--- config.mk ---
export PLATFORM = sky130hd
export DESIGN_NAME = apb_reload_timer
export DESIGN_NICKNAME = d
export VERILOG_FILES = /design/src/rtl/rdt_pkg.sv /design/src/rtl/rdt_ext_sync.sv /design/src/rtl/rdt_counter.sv /design/src/rtl/rdt_regfile.sv /design/src/rtl/apb_reload_timer.sv
export SDC_FILE = /design/constraint.sdc
export NUM_CORES = 1
export LEC_CHECK = 0
export BUFFER_PORTS_ARGS = -buffer_cell sky130_fd_sc_hd__buf_2
export CAP_MARGIN = 20
export CORE_UTILIZATION = 30
export CTS_CLUSTER_DIAMETER = 50
export DETAILED_ROUTE_END_ITERATION = 8
export PLACE_DENSITY_LB_ADDON = 0.1
export SLEW_MARGIN = 0
export SYNTH_ARGS = -nofsm -noshare
export SYNTH_HDL_FRONTEND = slang
export SYNTH_HIERARCHICAL = 1
export SYNTH_SLANG_ARGS = --single-unit
--- constraint.sdc ---
create_clock -name pclk -period 3.2 [get_ports pclk]
set_input_delay 0.48 -clock pclk [delete_from_list [all_inputs] [get_ports pclk]]
set_output_delay 0.48 -clock pclk [all_outputs]
set_load 0.02 [all_outputs]
--- src/rtl/rdt_pkg.sv ---
package rdt_pkg;

  // Word indices (byte offset >> 2) of the control and data registers
  localparam int unsigned WIDX_CTRL   = 0;
  localparam int unsigned WIDX_COUNT  = 1;
  localparam int unsigned WIDX_RELOAD = 2;
  localparam int unsigned WIDX_STAT   = 3;

  // Identification bank: 0xFD0 .. 0xFFC
  localparam int unsigned WIDX_ID_FIRST = 32'h3F4;
  localparam int unsigned ID_WORDS      = 12;
  localparam int unsigned CTRL_BITS     = 4;

  // Control layout: bit 0 run, bit 1 gate, bit 2 external clock, bit 3 irq enable
  typedef struct packed {
    logic irq_en;
    logic ext_clk;
    logic ext_gate;
    logic run;
  } ctrl_t;

  function automatic logic [7:0] id_byte(input int unsigned k);
    logic [7:0] b;
    case (k)
      0:       b = 8'h04;
      4:       b = 8'h22;
      5:       b = 8'hB8;
      6:       b = 8'h1B;
      8:       b = 8'h0D;
      9:       b = 8'hF0;
      10:      b = 8'h05;
      11:      b = 8'hB1;
      default: b = 8'h00;
    endcase
    return b;
  endfunction

endpackage

--- src/rtl/rdt_ext_sync.sv ---
module rdt_ext_sync #(
  parameter int unsigned STAGES = 2
) (
  input  logic pclk,
  input  logic presetn,
  input  logic ext_in,
  input  logic run,
  input  logic gate_mode,
  input  logic clk_mode,
  output logic ext_level,
  output logic ext_rise,
  output logic tick
);

  logic [STAGES-1:0] chain_q;
  logic              last_q;

  genvar g;
  generate
    for (g = 0; g < STAGES; g++) begin : g_stage
      if (g == 0) begin : g_first
        always_ff @(posedge pclk or negedge presetn) begin
          if (!presetn) chain_q[0] <= 1'b0;
          else          chain_q[0] <= ext_in;
        end
      end else begin : g_next
        always_ff @(posedge pclk or negedge presetn) begin
          if (!presetn) chain_q[g] <= 1'b0;
          else          chain_q[g] <= chain_q[g-1];
        end
      end
    end
  endgenerate

  always_ff @(posedge pclk or negedge presetn) begin
    if (!presetn) last_q <= 1'b0;
    else          last_q <= chain_q[STAGES-1];
  end

  assign ext_level = chain_q[STAGES-1];
  assign ext_rise  = ext_level & ~last_q;

  // External-clock mode outranks gate mode
  always_comb begin
    if (!run)           tick = 1'b0;
    else if (clk_mode)  tick = ext_rise;
    else if (gate_mode) tick = ext_level;
    else                tick = 1'b1;
  end

endmodule

--- src/rtl/rdt_counter.sv ---
module rdt_counter #(
  parameter int unsigned CNT_W = 32
) (
  input  logic             pclk,
  input  logic             presetn,
  input  logic             tick,
  input  logic             load,
  input  logic [CNT_W-1:0] load_val,
  input  logic [CNT_W-1:0] reload,
  output logic [CNT_W-1:0] count,
  output logic             expire
);

  localparam logic [CNT_W-1:0] ONE = CNT_W'(1);

  // Step rule: zero picks up the reload value, anything else decrements
  function automatic logic [CNT_W-1:0] step(input logic [CNT_W-1:0] c,
                                            input logic [CNT_W-1:0] r);
    return (c == '0) ? r : c - ONE;
  endfunction

  logic [CNT_W-1:0] count_q;

  always_ff @(posedge pclk or negedge presetn) begin
    if (!presetn)  count_q <= '0;
    else if (load) count_q <= load_val;
    else if (tick) count_q <= step(count_q, reload);
  end

  assign count  = count_q;
  assign expire = tick & ~load & (count_q == ONE);

endmodule

--- src/rtl/rdt_regfile.sv ---
module rdt_regfile import rdt_pkg::*; #(
  parameter int unsigned DATA_W = 32,
  parameter int unsigned ADDR_W = 12
) (
  input  logic              pclk,
  input  logic              presetn,
  input  logic              psel,
  input  logic              penable,
  input  logic              pwrite,
  input  logic [ADDR_W-1:0] paddr,
  input  logic [DATA_W-1:0] pwdata,
  input  logic [DATA_W-1:0] count,
  input  logic              expire,
  output logic [DATA_W-1:0] prdata,
  output ctrl_t             ctrl,
  output logic [DATA_W-1:0] reload,
  output logic              irq,
  output logic              load
);

  localparam int unsigned IDX_W = ADDR_W - 2;

  logic [IDX_W-1:0] idx;
  logic [31:0]      widx;
  logic             aligned;
  logic             wr;
  logic             hit_ctrl, hit_count, hit_reload, hit_stat, hit_id;
  logic             clr_req;
  ctrl_t            ctrl_q;
  logic [DATA_W-1:0] reload_q;
  logic              stat_q;
  logic [DATA_W-1:0] rd_mux;

  assign idx     = paddr[ADDR_W-1:2];
  assign widx    = 32'(idx);
  assign aligned = (paddr[1:0] == 2'b00);
  assign wr      = psel & penable & pwrite & aligned;

  assign hit_ctrl   = aligned & (widx == WIDX_CTRL);
  assign hit_count  = aligned & (widx == WIDX_COUNT);
  assign hit_reload = aligned & (widx == WIDX_RELOAD);
  assign hit_stat   = aligned & (widx == WIDX_STAT);
  assign hit_id     = aligned & (widx >= WIDX_ID_FIRST) & (widx < WIDX_ID_FIRST + ID_WORDS);

  assign load    = wr & (hit_count | hit_reload);
  assign clr_req = wr & hit_stat & pwdata[0];

  always_ff @(posedge pclk or negedge presetn) begin
    if (!presetn) begin
      ctrl_q   <= '0;
      reload_q <= '0;
    end else begin
      if (wr && hit_ctrl)   ctrl_q   <= ctrl_t'(pwdata[CTRL_BITS-1:0]);
      if (wr && hit_reload) reload_q <= pwdata;
    end
  end

  // Expiry outranks a same-cycle clear so no event is lost
  always_ff @(posedge pclk or negedge presetn) begin
    if (!presetn)                     stat_q <= 1'b0;
    else if (expire && ctrl_q.irq_en) stat_q <= 1'b1;
    else if (clr_req)                 stat_q <= 1'b0;
  end

  always_comb begin
    rd_mux = '0;
    if (hit_ctrl)        rd_mux = DATA_W'(ctrl_q);
    else if (hit_count)  rd_mux = count;
    else if (hit_reload) rd_mux = reload_q;
    else if (hit_stat)   rd_mux = DATA_W'(stat_q);
    else if (hit_id)     rd_mux = DATA_W'(id_byte(widx - WIDX_ID_FIRST));
  end

  assign prdata = (psel && !pwrite) ? rd_mux : '0;
  assign ctrl   = ctrl_q;
  assign reload = reload_q;
  assign irq    = stat_q;

endmodule

--- src/rtl/apb_reload_timer.sv ---
module apb_reload_timer import rdt_pkg::*; #(
  parameter int unsigned DATA_W      = 32,
  parameter int unsigned ADDR_W      = 12,
  parameter int unsigned SYNC_STAGES = 2
) (
  input  logic              pclk,
  input  logic              presetn,
  input  logic              psel,
  input  logic              penable,
  input  logic              pwrite,
  input  logic [ADDR_W-1:0] paddr,
  input  logic [DATA_W-1:0] pwdata,
  output logic [DATA_W-1:0] prdata,
  output logic              pready,
  output logic              pslverr,
  input  logic              ext_in,
  output logic              irq_o
);

  ctrl_t             ctrl_w;
  logic [DATA_W-1:0] reload_w;
  logic [DATA_W-1:0] count_w;
  logic              load_w;
  logic              tick_w;
  logic              expire_w;
  logic              ext_level_w;
  logic              ext_rise_w;
  logic              irq_en_w;

  assign irq_en_w = ctrl_w.irq_en;

  rdt_ext_sync #(.STAGES(SYNC_STAGES)) u_sync (
    .pclk      (pclk),
    .presetn   (presetn),
    .ext_in    (ext_in),
    .run       (ctrl_w.run),
    .gate_mode (ctrl_w.ext_gate),
    .clk_mode  (ctrl_w.ext_clk),
    .ext_level (ext_level_w),
    .ext_rise  (ext_rise_w),
    .tick      (tick_w)
  );

  rdt_counter #(.CNT_W(DATA_W)) u_counter (
    .pclk     (pclk),
    .presetn  (presetn),
    .tick     (tick_w),
    .load     (load_w),
    .load_val (pwdata),
    .reload   (reload_w),
    .count    (count_w),
    .expire   (expire_w)
  );

  rdt_regfile #(.DATA_W(DATA_W), .ADDR_W(ADDR_W)) u_regs (
    .pclk    (pclk),
    .presetn (presetn),
    .psel    (psel),
    .penable (penable),
    .pwrite  (pwrite),
    .paddr   (paddr),
    .pwdata  (pwdata),
    .count   (count_w),
    .expire  (expire_w),
    .prdata  (prdata),
    .ctrl    (ctrl_w),
    .reload  (reload_w),
    .irq     (irq_o),
    .load    (load_w)
  );

  assign pready  = 1'b1;
  assign pslverr = 1'b0;

endmodule

==> qor.csv <==
metric;value;unit
outcome;finished clean;
critPathRequiredTime;2.72;ns
startpoint_type;input port;
routed_wl;14800;µm
ys_warn_count;6;
ys_ff_latch;72;
max_freq;0.336;GHz
cts.path.max_buffers;2;
drt_pre_antenna_iters;5;
synth-edff-count;0;
worst_pin_slew;0.503;ns
pin_count;85;
cts_sinks;72;
fp.dieH;129;µm
fillerInstances;1606;
synth_area;0.00482;mm²
setup_violations;0;
slowest_delay;0.49;ns
hold_class;input port to async pin;
layout_common_cells;buf_2, dfrtp_1, nor2_1;
ir_drop;0.255;mV
drv_cap;0;
drc;0;
final_common_cell;buf_2;
postCtsSetupBuffers;0;
fin_cells;814;
numCtsBuffers;9;
die_w;129;µm
cts_hold_buf;0;
fin_crit_sh;93.1;%
cts_tree;built;
grt_max_degree;36;
dp_hpwl;10700;µm
leakage;2.51;nW
syn_nets;572;
grt_first_pass_wirelength;24400;µm
cp_slowest_cell;or4b_1;
grt_use_total;19.2;%
portBuffers;82;
fin_setup_tns;0;ns
rsz0062_at_grt;no;
seq_area_frac_synth;37.3;%
whs;0.107;ns
vias;4324;
routedWlPerCell;18.2;µm
post-route-util;37.9;%
fin_crit;2.98;ns
gr-total-overflow;0;
cts_root_buffer;clkbuf_16;
core_area;0.0154;mm²
slew_violations;0;
cellPowerDensity;339;mW/mm²
clk_pin_slew_worst_paths;0.06;ns
rows;45;
maxSlewHeadroom;66.5;%
die_area;0.0166;mm²
worstSetupPathType;input port to output pin;
cts_resized;0;
cp_max_fo;13;
initialDrtViolationCount;220;
crit_chain;buf_2, inv_1, ha_1, or4b_1, buf_4, nor4_4, buf_4, a22oi_1, nor2_1, buf_2;
htreeDepth;3;
grt_pass1_vias;4523;
layout.nets;656;
syn_inst;514;
yosys.cell_types.count;69;
end_kind;output pin;
async_flop_share;100;%
finalClockSkew;0.00806;ns
antenna_cells;0;
post-place-cells;798;
drive_above_1_share;30.7;%
ant_nets;0;
gp_congestion;0.814;
synth_ff_type;dfrtp_1;
clock_latency;0.34;ns
finalPower;1.98;mW
initial_core_util;31.3;%
vias_per_cell;5.31;
final-hold-violation-count;0;
arrival;2.50;ns
syn_area_per_cell;9.39;µm²
syn_to_final_growth;21.2;%
antenna_found_initial;0;
[synth_stat cells, drive strengths merged, types with 3 or more instances]
cell | number | area, µm²
dfrtp | 72 | 1800
nor2 | 54 | 205
mux2 | 39 | 439
o21ai | 37 | 185
nand2 | 35 | 131
a21oi | 30 | 154
a22oi | 28 | 210
clkbuf | 17 | 65.1
nand3 | 16 | 92.6
nor3b | 15 | 113
nor4 | 15 | 194
buf | 14 | 96.3
inv | 14 | 52.6
nor2b | 13 | 88.8
nor3 | 12 | 98.9
xnor2 | 9 | 78.8
ha | 8 | 100
xor2 | 8 | 70.1
o31ai | 7 | 62.6
a22o | 6 | 52.6
o22ai | 6 | 37.5
nand4 | 5 | 46.3
a221oi | 4 | 35.0
nand2b | 4 | 25.0
o211ai | 4 | 30.0
or3 | 4 | 30.0
a31oi | 3 | 18.8
mux2i | 3 | 30.0
[final timing paths]
path | from | endpoint | slack [ns] | cells past startpoint
worst max-delay path | paddr[4] | prdata[25] | 0.22 | 10
worst min-delay path | presetn | u_regs/reload[5] | 0.11 | 1
worst max register to register | u_counter/count[7] | u_counter/count[12] | 0.82 | 6
worst min register to register | u_sync/chain_q[0] | u_sync/ext_level | 0.35 | 0
max in group asynchronous | presetn | u_counter/count[14] | 2.40 | 2
min in group pclk | ext_in | u_sync/chain_q[0] | 0.24 | 1
[cells by family after synthesis]
group                    after synthesis  share of synthesized area, %
adder cells (fa/ha/maj)                8                          2.07
buffers and inverters                 45                          4.43
flip-flops                            72                          37.3
AO/OA/AOI/OAI                        141                          19.5
XOR/XNOR                              17                          3.09
AND/OR/NAND/NOR                      187                          23.7
other                                  2                         0.156
multiplexers                          42                          9.73
[registers in the layout, indices dropped and copies added (netlist names)]
signal and count:
u_counter/count 32, u_regs/ctrl 4, u_regs/irq 1, u_regs/reload 32
u_sync/chain_q 1, u_sync/ext_level 1, u_sync/last_q 1
[report_power, final]
part	leakage, nW	switching [mW]	total (mW)	internal [mW]
Sequential	0.952	0.00241	0.915	0.913
Combinational	1.42	0.0826	0.131	0.0480
Clock	0.132	0.411	0.935	0.524
[metrics by stage]
| step | worst slack (ns) | instance area, µm² |
|---|---|---|
| final | 0.222 | 5850 |
| after global routing | 0.107 | 5850 |
| after CTS | 0.217 | 5850 |
| after detailed placement | 0.213 | 5570 |
| after global placement | 0.242 | 5570 |
| after floorplan | 0.205 | 4820 |
[worst max-delay path: cells and delay by family]
kind                       cells  cell delay, ns
and+or+nand+nor                3            0.89
buffers and inverters          5            0.84
AOI/OAI and AO/OA              1            0.13
adders and majority gates      1            0.15
[final cells by class]
class	count	area (µm²)	share of cell area (%)
Multi-Input combinational cell	397	2840	48.6
Sequential cell	72	1800	30.8
Timing Repair Buffer	104	616	10.5
Tap cell	211	264	4.52
Clock buffer	9	225	3.85
Inverter	14	52.6	0.899
Clock inverter	7	47.5	0.813
[per-layer routing]
| layer | wire length, µm | GRT usage, % | vias up | share of wire, % |
|---|---|---|---|---|
| met5 | 0 | 0 | - | 0 |
| met4 | 144 | 5.54 | 0 | 0.97 |
| met3 | 701 | 4.37 | 9 | 4.7 |
| met2 | 7150 | 31.5 | 111 | 48 |
| met1 | 6830 | 25.1 | 2143 | 46 |
| li1 | - | - | 2061 | - |
No activity file was read; power rests on OpenSTA's default activity.
